[src/rtl/sso_pkg.sv]
package sso_pkg;
  // Strobes sent from the control to the datapath each cycle.
  typedef struct packed {
    logic shutOn;       // full power-down active
    logic outsAllowed;  // main pin high, outputs may drive
    logic suspOn;       // suspend pin low
    logic tickQ;        // registered timebase tick
  } sso_strobe_t;
endpackage

[src/rtl/sso_ctrl.sv]
module sso_ctrl
  import sso_pkg::*;
#(
  parameter int NUM_PLL = 3,
  parameter int NUM_OUT = 6,
  parameter int SRC_W   = 2
) (
  input  logic                     clk,
  input  logic                     rstN,
  input  logic                     shutOeN,
  input  logic                     suspendN,
  input  logic                     shutMode,
  input  logic                     tick,
  input  logic [NUM_PLL-1:0]       suspPllMask,
  input  logic [NUM_OUT-1:0]       suspOutMask,
  input  logic [NUM_OUT*SRC_W-1:0] srcMap,
  output sso_strobe_t              strb,
  output logic                     cfgErr
);
  logic errNext;

  // Static consistency check between the masks and the source map.
  always_comb begin
    errNext = 1'b0;
    for (int o = 0; o < NUM_OUT; o++) begin
      if (int'(srcMap[o*SRC_W +: SRC_W]) < NUM_PLL) begin
        if (suspPllMask[srcMap[o*SRC_W +: SRC_W]] && !suspOutMask[o]) errNext = 1'b1;
      end
    end
  end

  always_ff @(posedge clk) begin
    if (!rstN) begin
      strb   <= '{shutOn: 1'b1, outsAllowed: 1'b0, suspOn: 1'b0, tickQ: 1'b0};
      cfgErr <= 1'b0;
    end else begin
      strb.shutOn      <= !shutOeN && shutMode;
      strb.outsAllowed <= shutOeN;
      strb.suspOn      <= !suspendN;
      strb.tickQ       <= tick;
      cfgErr           <= errNext;
    end
  end

  // power-down never coexists with outputs allowed
  a_r1_shut_blocks_outs: assert property (@(posedge clk) disable iff (!rstN)
    strb.shutOn |-> !strb.outsAllowed);
endmodule

[src/rtl/sso_datapath.sv]
module sso_datapath
  import sso_pkg::*;
#(
  parameter int NUM_PLL    = 3,
  parameter int NUM_OUT    = 6,
  parameter int SRC_W      = 2,
  parameter int LOCK_LONG  = 50,
  parameter int LOCK_SHORT = 4,
  parameter int CNT_W      = 6
) (
  input  logic                     clk,
  input  logic                     rstN,
  input  sso_strobe_t              strb,
  input  logic [NUM_PLL-1:0]       suspPllMask,
  input  logic [NUM_OUT-1:0]       suspOutMask,
  input  logic [NUM_OUT*SRC_W-1:0] srcMap,
  output logic [NUM_PLL-1:0]       pllEn,
  output logic [NUM_PLL-1:0]       lockValid,
  output logic [NUM_OUT-1:0]       outEn
);
  // One lock timer per PLL; PLL 0 takes the long window.
  for (genvar p = 0; p < NUM_PLL; p++) begin : g_pll
    localparam int LIM = (p == 0) ? LOCK_LONG : LOCK_SHORT;
    logic [CNT_W-1:0] cnt;

    always_ff @(posedge clk) begin
      if (!rstN) begin
        pllEn[p] <= 1'b0;
        cnt      <= '0;
      end else begin
        pllEn[p] <= !strb.shutOn && !(strb.suspOn && suspPllMask[p]);
        if (!pllEn[p]) cnt <= '0;
        else if (strb.tickQ && cnt != CNT_W'(LIM)) cnt <= cnt + CNT_W'(1);
      end
    end

    assign lockValid[p] = pllEn[p] && (cnt == CNT_W'(LIM));

    // timer never passes its limit
    a_r5_cnt_bound: assert property (@(posedge clk) disable iff (!rstN)
      cnt <= CNT_W'(LIM));
    // a disabled PLL loses its partial count
    a_r7_restart: assert property (@(posedge clk) disable iff (!rstN)
      !pllEn[p] |=> cnt == '0);
    // power-down stops the PLL on the next edge
    a_r1_shut_pll_off: assert property (@(posedge clk) disable iff (!rstN)
      strb.shutOn |=> !pllEn[p]);
  end

  // Output gating: pins, suspend masks, source dependency, lock.
  for (genvar o = 0; o < NUM_OUT; o++) begin : g_out
    logic [SRC_W-1:0] src;
    logic isPll, suspHit, locked;

    assign src     = srcMap[o*SRC_W +: SRC_W];
    assign isPll   = int'(src) < NUM_PLL;
    assign suspHit = strb.suspOn && (suspOutMask[o] || (isPll && suspPllMask[src]));
    assign locked  = isPll ? lockValid[src] : 1'b1;

    always_ff @(posedge clk) begin
      if (!rstN) outEn[o] <= 1'b0;
      else       outEn[o] <= strb.outsAllowed && !suspHit && locked;
    end

    // an enabled PLL-derived output always has its PLL running
    a_r4_out_needs_pll: assert property (@(posedge clk) disable iff (!rstN)
      (outEn[o] && isPll) |-> pllEn[src]);
    // a low main pin drops the output on the next edge
    a_r2_gate_off: assert property (@(posedge clk) disable iff (!rstN)
      !strb.outsAllowed |=> !outEn[o]);
  end
endmodule

[src/rtl/sso_power_gate.sv]
module sso_power_gate
  import sso_pkg::*;
#(
  parameter int NUM_PLL    = 3,
  parameter int NUM_OUT    = 6,
  parameter int LOCK_LONG  = 50,
  parameter int LOCK_SHORT = 4,
  localparam int SRC_W     = $clog2(NUM_PLL + 1),
  localparam int CNT_W     = $clog2(LOCK_LONG + 1)
) (
  input  logic                     clk,
  input  logic                     rstN,
  input  logic                     shutOeN,
  input  logic                     suspendN,
  input  logic                     shutMode,
  input  logic                     tick,
  input  logic [NUM_PLL-1:0]       suspPllMask,
  input  logic [NUM_OUT-1:0]       suspOutMask,
  input  logic [NUM_OUT*SRC_W-1:0] srcMap,
  output logic [NUM_PLL-1:0]       pllEn,
  output logic [NUM_PLL-1:0]       lockValid,
  output logic [NUM_OUT-1:0]       outEn,
  output logic                     cfgErr
);
  sso_strobe_t strb;

  sso_ctrl #(.NUM_PLL(NUM_PLL), .NUM_OUT(NUM_OUT), .SRC_W(SRC_W)) u_ctrl (
    .clk(clk), .rstN(rstN), .shutOeN(shutOeN), .suspendN(suspendN),
    .shutMode(shutMode), .tick(tick), .suspPllMask(suspPllMask),
    .suspOutMask(suspOutMask), .srcMap(srcMap), .strb(strb), .cfgErr(cfgErr)
  );

  sso_datapath #(
    .NUM_PLL(NUM_PLL), .NUM_OUT(NUM_OUT), .SRC_W(SRC_W),
    .LOCK_LONG(LOCK_LONG), .LOCK_SHORT(LOCK_SHORT), .CNT_W(CNT_W)
  ) u_dp (
    .clk(clk), .rstN(rstN), .strb(strb), .suspPllMask(suspPllMask),
    .suspOutMask(suspOutMask), .srcMap(srcMap), .pllEn(pllEn),
    .lockValid(lockValid), .outEn(outEn)
  );
endmodule

[config.mk]
export PLATFORM = sky130hd
export DESIGN_NAME = sso_power_gate
export DESIGN_NICKNAME = d
export VERILOG_FILES = /design/src/rtl/sso_pkg.sv /design/src/rtl/sso_ctrl.sv /design/src/rtl/sso_datapath.sv /design/src/rtl/sso_power_gate.sv
export SDC_FILE = /design/constraint.sdc
export NUM_CORES = 1
export LEC_CHECK = 0
export BUFFER_PORTS_ARGS = -buffer_cell sky130_fd_sc_hd__buf_2
export CAP_MARGIN = 20
export CORE_UTILIZATION = 45
export CTS_CLUSTER_SIZE = 12
export DETAILED_ROUTE_END_ITERATION = 16
export PLACE_DENSITY_LB_ADDON = 0.08
export SLEW_MARGIN = 30
export SYNTH_ARGS = -nofsm -noshare
export SYNTH_HDL_FRONTEND = slang
export SYNTH_SLANG_ARGS = --single-unit
[constraint.sdc]
create_clock -name clk -period 3.2 [get_ports clk]
set_input_delay 0.48 -clock clk [delete_from_list [all_inputs] [get_ports clk]]
set_output_delay 0.48 -clock clk [all_outputs]
set_load 0.005 [all_outputs]
==> metrics.md, run 1 <==
| Metric | Value |
|---|---|
| Clk Latency, worst-skew pair | 0.28 ns |
| Via/cell ratio | between 5 and 6 |
| Layout Nets | between 200 and 300 |
| Syn Inst Count | ~190 |
| Crit. End Element | output pin |
| GR peak layer | met2 |
| Synthesis-stage register bit count | 32 |
| CTS H-tree lvls | 2 |
| Worst slew pin tran | 0.384 ns |
| Setup CP Type | register to output pin |
| Die width | 63.7 µm |
| Cell internal pwr | 677 µW |
| Vias | roughly 1500 |
| Clock skew | approximately 0.0063 ns |
| F_max | a little under 500 MHz |
| P_sw | about 200 µW |
| Initial core utilization | 0.467 |
| Ant. Diodes | 0 |
| GRT met1 Usage | 0.268 |
| RSZ-0062 raised after global routing | false |
| Seq/Total Area, Yosys | 0.375 |
| # fillers | around 320 |
| Global Route met3 Usage | 0.0507 |
| Startpoint Class | register |
| Row count | 22 |
| Post-synth EDFFs | 0 |
| DR iter-0 viols | 60 |
| Post-CTS setup buffer count | 0 |
| Post-synth ARST share | 0 |
| Max Cap Violations | 0 |
| Fraction of layout cells with a size suffix above 1 | 0.248 |
| Static leakage | 0.874 nW |
| Post-CTS Hold Fix Bufs | 0 |
| DRT Pass-1 Iters | 4 |
| Root buf cell | clkbuf_8 |
| Number of global-route vias before repair | between 1000 and 1500 |
| Crit path DAT | around 1.6 ns |
| Final worst path period need | ~2.1 ns |
| Switching Share | 0.227 |
| I/O Pins | 40 |
| Pwr per Cell Area | about 420 nW/µm² |
| DR DRC count | 0 |
| Synthesized area per cell | 9.20 µm² |
| Fin crit share | 0.649 |
| Syn. warnings | 0 |
| Comb pwr share | 0.095 |
| Final setup viols | 0 |
| TritonCTS clock tree | yes |
| Met2 Usage GRT | 0.370 |
| Main synth FF type | dfxtp_1 |
| Clk buf depth | 2 |
| Fin. max-slew vios | 0 |
| Worst hold path type | input port to register |
| Hold slack | 0.350 ns |
| Sequential power share | 0.473 |
| Post-Route WL | approximately 3900 µm |
| Clock Power Share | 0.432 |
| Setup tns final | 0 ns |
| Mapped cell area | ~1700 µm² |
| Flop-to-flop setup slack | ~1.6 ns |
| CP max FO | 7 |
| Die area | 4050 µm² |
| Grt ovf | 0 |
| Die Y | between 60 and 70 µm |
| First-pass GRT wire length | roughly 6800 µm |
| DP HPWL | a little under 3000 µm |
| Final instance area | between 2000 and 2500 µm² |
| Status | complete, no violations |
| PostCTS Resize Cnt | 0 |
| Post-DRT Antenna Nets | 0 |
| Total CTS buffers | 5 |
| Total power after layout | roughly 900 µW |
| CTS Sinks | 32 |
| Initial antenna violation count | 0 |
| Placer Congestion | around 0.8 |
| Worst-path clk slew | 0.07 ns |
| Core footprint | 3660 µm² |
| Total GRT Usage | 0.217 |
| P&R area growth vs syn | 20.6% |
| Placed Area | 1950 µm² |
| VDD IR max | just over 300 µV |
| Input/output buffers | 39 |
| Post-synth cell types | 37 |
| Largest net degree at the start of global routing | 11 |
| Drt wl/cell | ~14 µm |
| Final Hold Fails | 0 |
| Slew HR | 0.743 |
| CP Data Required Time | between 2 and 3 ns |
| Post-Syn Nets | roughly 220 |
-- per-layer routing --
layer  routed length (µm)  part of all wire
met5                    0                 0
met3                  102             0.026
met4                   36            0.0093
met1                 1780              0.46
met2                 1950              0.50
-- worst max-delay path: stages (launching register included) --
cell	delay, ns
dfxtp_1	0.40
inv_1	0.06
ha_1	0.18
and4bb_2	0.25
nand3_1	0.23
inv_1	0.07
buf_2	0.13
-- power by group through the flow --
stage	registers (mW)	logic (mW)	clock network (mW)
detailed placement	0.423	0.0824	0
floorplan	0.421	0.0440	0
finish	0.414	0.0828	0.378
CTS	0.414	0.0828	0.389
global placement	0.423	0.0809	0
global route	0.415	0.0923	0.405
-- worst paths after layout --
check / startpoint / end / depth (start not counted)
hold reg to reg: u_dp.g_pll[0].cnt[5] / u_dp.g_pll[0].cnt[5] / 2
hold / removal: suspendN / u_ctrl.strb[1] / 2
setup / recovery: u_dp.g_pll[0].cnt[0] / lockValid[0] / 6
setup reg to reg: u_dp.g_pll[0].cnt[0] / u_dp.outEn[4] / 6
-- synthesized netlist by cell type (all sizes together) (2+ instances only) --
library cell / n / area (µm²)
dfxtp: 32 / 641
nor2: 19 / 71.3
mux2i: 14 / 140
inv: 12 / 45.0
nand2: 12 / 45.0
nor2b: 10 / 62.6
a21oi: 9 / 56.3
o21ai: 8 / 40.0
xnor2: 7 / 61.3
ha: 6 / 75.1
o2111a: 6 / 67.6
nand3: 5 / 35.0
xor2: 5 / 43.8
a211oi: 4 / 30.0
a21o: 4 / 30.0
nand4: 4 / 25.0
nor3: 4 / 20.0
and2: 3 / 18.8
nand2b: 3 / 18.8
nand3b: 3 / 26.3
a21bo: 2 / 20.0
clkbuf: 2 / 7.51
nor4b: 2 / 47.6
-- kinds of logic after synthesis --
family | after synthesis | share of synthesized area
mux | 14 | 0.0819
compound gates | 38 | 0.170
xor+xnor | 12 | 0.0614
buf+inv | 15 | 0.0329
fa+ha+maj | 6 | 0.0439
simple gates | 69 | 0.235
flops | 32 | 0.375
-- through the flow --
stage / setup WS (ns) / instances / util
2_1_floorplan: 1.66 / 186 / -
3_3_place_gp: 1.45 / 270 / 0.534
3_5_place_dp: 1.40 / 270 / 0.534
4_1_cts: 1.09 / 278 / 0.563
5_1_grt: 0.974 / 278 / 0.563
6_report: 1.12 / 278 / 0.563
-- cell usage in the layout (no fill, tap or decap), drive strengths merged, types with 2 or more instances in the layout --
master,instances
a211oi,4
a21bo,2
a21o,4
a21oi,9
and2,3
buf,39
clkbuf,6
dfxtp,32
ha,6
inv,12
mux2i,14
nand2,12
nand2b,3
nand3,5
nand3b,3
nand4,4
nor2,19
nor2b,10
nor3,4
nor4b,2
o2111a,6
o21ai,8
xnor2,7
xor2,5
-- sequential cells by signal, summed over array words and instances (netlist names) --
signal          count
u_dp.outEn          6
u_dp.g_pll.cnt     18
u_ctrl.cfgErr       1
u_dp.pllEn          3
u_ctrl.strb         4
-- area by class of cell --
cell class / count / area [µm²] / area share
tap: 48 / 60.1 / 0.0291
timing repair buffer: 39 / 195 / 0.0947
clock inverter: 2 / 35.0 / 0.0170
clock buffer: 6 / 72.6 / 0.0352
inverter: 12 / 45.0 / 0.0218
sequential: 32 / 641 / 0.311
multi-input combinational: 139 / 1010 / 0.492
No activity file was read; power rests on OpenSTA's default activity.
==> run 2: changes to the inputs <==
- ABC_AREA: not set -> 1
- clock period: 3.2 -> 1.91 ns (I/O delays scaled with it)
==> run 2 against run 1 <==
  * Synthesized cell count rose by 49%
  * Final cell count rose by 34%
  * Total power rose by 72%
  * Via count rose by 18%
  * Count of clock-buffer cells in the layout did not move
  * Hold slack got worse by 0.20 ns
  * Sequential cell count did not move
  * Combinational power rose by 97%
  * Sequential share of layout area fell by 1.5 points
  * Wire length rose by 5.9%
  * Critical path type unchanged
  * Largest cell class unchanged
  * Largest power group unchanged
==> metrics.md, run 2 <==
| Metric | Value |
|---|---|
| Fin. max-slew vios | 0 |
| Most common cell in the synthesized netlist | nand2_1 |
| CP peak stage delay | approximately 0.35 ns |
| Post-Synth XOR/XNOR Area | 0.0388 |
| Setup CP Type | register to output pin |
| I/O Pins | 40 |
| Synth area leaders | dfxtp_1, nand2_1, inv_1, nor2_1, nand3_1 |
| Worst r2r src | u_dp.g_pll[1].cnt[0] |
| Main synth FF type | dfxtp_1 |
| Root buf cell | clkbuf_8 |
| Flop-to-flop setup slack | about 0.55 ns |
| Area leader, netlist | dfxtp_1 |
| Largest Register | u_dp.g_pll.cnt |
| Static leakage | 1.09 nW |
| Cell at the slowest stage of the critical path | dfxtp_1 |
| Setup tns final | 0 ns |
| Clk Latency, worst-skew pair | around 0.29 ns |
| Fraction of layout cells with a size suffix above 1 | 0.182 |
| Worst r2r path cells | 8 |
| Via/cell ratio | roughly 4.7 |
| WL met3 | 171 µm |
| Most common cell after layout, fill and taps aside | nand2_1 |
| RSZ-0062 raised after global routing | false |
| M1 WL | 2040 µm |
| DR iter-0 viols | between 100 and 150 |
| CP max FO | 7 |
| Slew HR | 0.743 |
| VDD IR max | between 300 and 400 µV |
| CP Data Required Time | between 1.5 and 2 ns |
| WHS Path Cells | 2 |
| Fin crit share | 0.898 |
| Total CTS buffers | 5 |
| PostCTS Resize Cnt | 0 |
| Grt ovf | 0 |
| Switching Share | 0.246 |
| # fillers | around 380 |
| Crit path DAT | between 1 and 1.5 ns |
| Post-synth ARST share | 0 |
| Clock Power Share | 0.429 |
| Drt wl/cell | between 10 and 15 µm |
| Post-synth EDFFs | 0 |
| Fin cells | roughly 370 |
| Number of global-route vias before repair | approximately 1500 |
| Largest family of logic cells by synthesized area | simple AND/OR/NAND/NOR gates |
| Initial antenna violation count | 0 |
| Syn Inst Count | ~280 |
| Synthesis-stage register bit count | 32 |
| Row count | 22 |
| Cell internal pwr | between 1 and 1.5 mW |
| First-pass GRT wire length | 7020 µm |
| WL met2 | ~1800 µm |
| Initial core utilization | 0.482 |
| Sequential power share | 0.463 |
| Max FFs per register | 18 |
| Placed insts | between 300 and 400 |
| Hold Crit Start | suspendN |
| Post-DRT Antenna Nets | 0 |
| Post-CTS Hold Fix Bufs | 0 |
| Layout Nets | 356 |
| Startpoint Class | register |
| Die width | ~65 µm |
| Syn. warnings | 0 |
| Pwr per Cell Area | 696 nW/µm² |
| Most frequent cells in the layout | nand2_1, inv_1, buf_2 |
| Max Used Layer | met4 |
| Core footprint | around 3700 µm² |
| Final Hold Fails | 0 |
| Reg2Reg Capture Point | u_dp.g_pll[1].cnt[2] |
| Compound-gate portion of the synthesized area | 0.110 |
| Input/output buffers | 39 |
| Final setup viols | 0 |
| CTS Sinks | 32 |
| Critical path, cell by cell | inv_1, ha_1, nand2_1, nor2_2, nand2_2, inv_1, buf_2 |
| DRT Pass-1 Iters | 4 |
| Final worst path period need | approximately 1.7 ns |
| Seq/Total Area, Yosys | 0.355 |
| CTS H-tree lvls | 2 |
| Sink of the worst hold path | u_ctrl.strb[1] |
| DR DRC count | 0 |
| Worst hold path type | input port to register |
| Post-synth cell types | 21 |
| Post-Syn Nets | 311 |
| Vias | 1740 |
| F_max | about 580 MHz |
| Post-Route WL | 4090 µm |
| Post-synthesis mux area share | 0 |
| Largest net degree at the start of global routing | 11 |
| Synthesized area per cell | between 6 and 7 µm² |
| Commonest cells in the synthesized netlist | nand2_1, inv_1, nor2_1 |
| TritonCTS clock tree | yes |
| Max Cap Violations | 0 |
| Crit-path most repeated cell | inv_1 |
| Mapped cell area | 1810 µm² |
| Clock skew | 0.00645 ns |
| Comb pwr share | 0.108 |
| Worst-path clk slew | 0.07 ns |
| Crit. End Element | output pin |
| Die Y | between 60 and 70 µm |
| Worst slew pin tran | around 0.38 ns |
| P_sw | 371 µW |
| Post-CTS setup buffer count | 0 |
| Clk buf depth | 2 |
| Total GRT Usage | 0.219 |
| Hold slack | ~0.15 ns |
| Largest registers | u_dp.g_pll.cnt (18), u_dp.outEn (6), u_ctrl.strb (4) |
| Placer Congestion | around 0.8 |
| Top-area cell type share of the netlist area | 0.355 |
| Area share of and/or/nand/nor cells after synthesis | 0.363 |
| Die area | around 4300 µm² |
| Adder-Cell Fraction of Synth Area | 0.0416 |
| Status | complete, no violations |
| DP HPWL | approximately 3000 µm |
| P&R area growth vs syn | 19.9% |
| Ant. Diodes | 0 |
-- run 2: how the worst max path moves through the flow --
stage	from	endpoint	slack (ns)	cells past startpoint
2_1_floorplan	u_dp.g_pll[1].cnt[0]	u_dp.g_pll[1].cnt[2]	0.72	8
3_5_place_dp	u_dp.g_pll[1].cnt[0]	lockValid[1]	0.49	7
5_1_grt	u_dp.g_pll[1].cnt[0]	lockValid[1]	0.08	7
4_1_cts	u_dp.g_pll[1].cnt[0]	lockValid[1]	0.17	7
6_report	u_dp.g_pll[1].cnt[0]	lockValid[1]	0.19	7
3_3_place_gp	u_dp.g_pll[2].cnt[0]	lockValid[2]	0.54	5
-- run 2: cells by family after synthesis --
family	after synthesis
adders and majority gates	6
buffers and inverters	44
xor gates and xnor gates	8
and+or+nand+nor	150
DFF	32
AOI/OAI and AO/OA	38
-- run 2: cell type report --
cell class / count / area, µm² / share of cell area
clock buffer: 6 / 72.6 / 0.0335
clock inverter: 2 / 35.0 / 0.0162
inverter: 43 / 161 / 0.0746
multi-input combinational: 202 / 1000 / 0.462
sequential: 32 / 641 / 0.296
tap: 48 / 60.1 / 0.0277
timing repair buffer: 39 / 195 / 0.0902
-- run 2: critical path: cells and delay by family, from the launching register on --
family                   cells  cell delay (ns)
flip-flops                   1             0.35
AND/OR/NAND/NOR              3             0.30
buffers and inverters        3             0.27
adder cells (fa/ha/maj)      1             0.21
-- run 2: metal layers --
metal / up-vias / track usage
li1: 968 / -
met5: - / 0
met3: 7 / 0.0469
met1: 729 / 0.296
met4: 0 / 0.114
met2: 36 / 0.325
-- run 2: power groups by stage --
| stage | combinational (mW) | sequential (mW) | clock (mW) |
|---|---|---|---|
| after global placement | 0.161 | 0.712 | 0 |
| after CTS | 0.163 | 0.697 | 0.673 |
| after floorplan | 0.0966 | 0.708 | 0 |
| after global routing | 0.187 | 0.698 | 0.696 |
| final | 0.163 | 0.697 | 0.647 |
| after detailed placement | 0.163 | 0.712 | 0 |
-- run 2: through the flow --
step	setup slack [ns]	utilization	instance area [µm²]	total power [mW]
after global placement	0.538	0.549	2060	0.874
after CTS	0.168	0.578	2160	1.53
after global routing	0.0780	0.578	2160	1.58
final	0.195	0.578	2160	1.51
after floorplan	0.724	-	1810	0.805
after detailed placement	0.490	0.549	2060	0.875
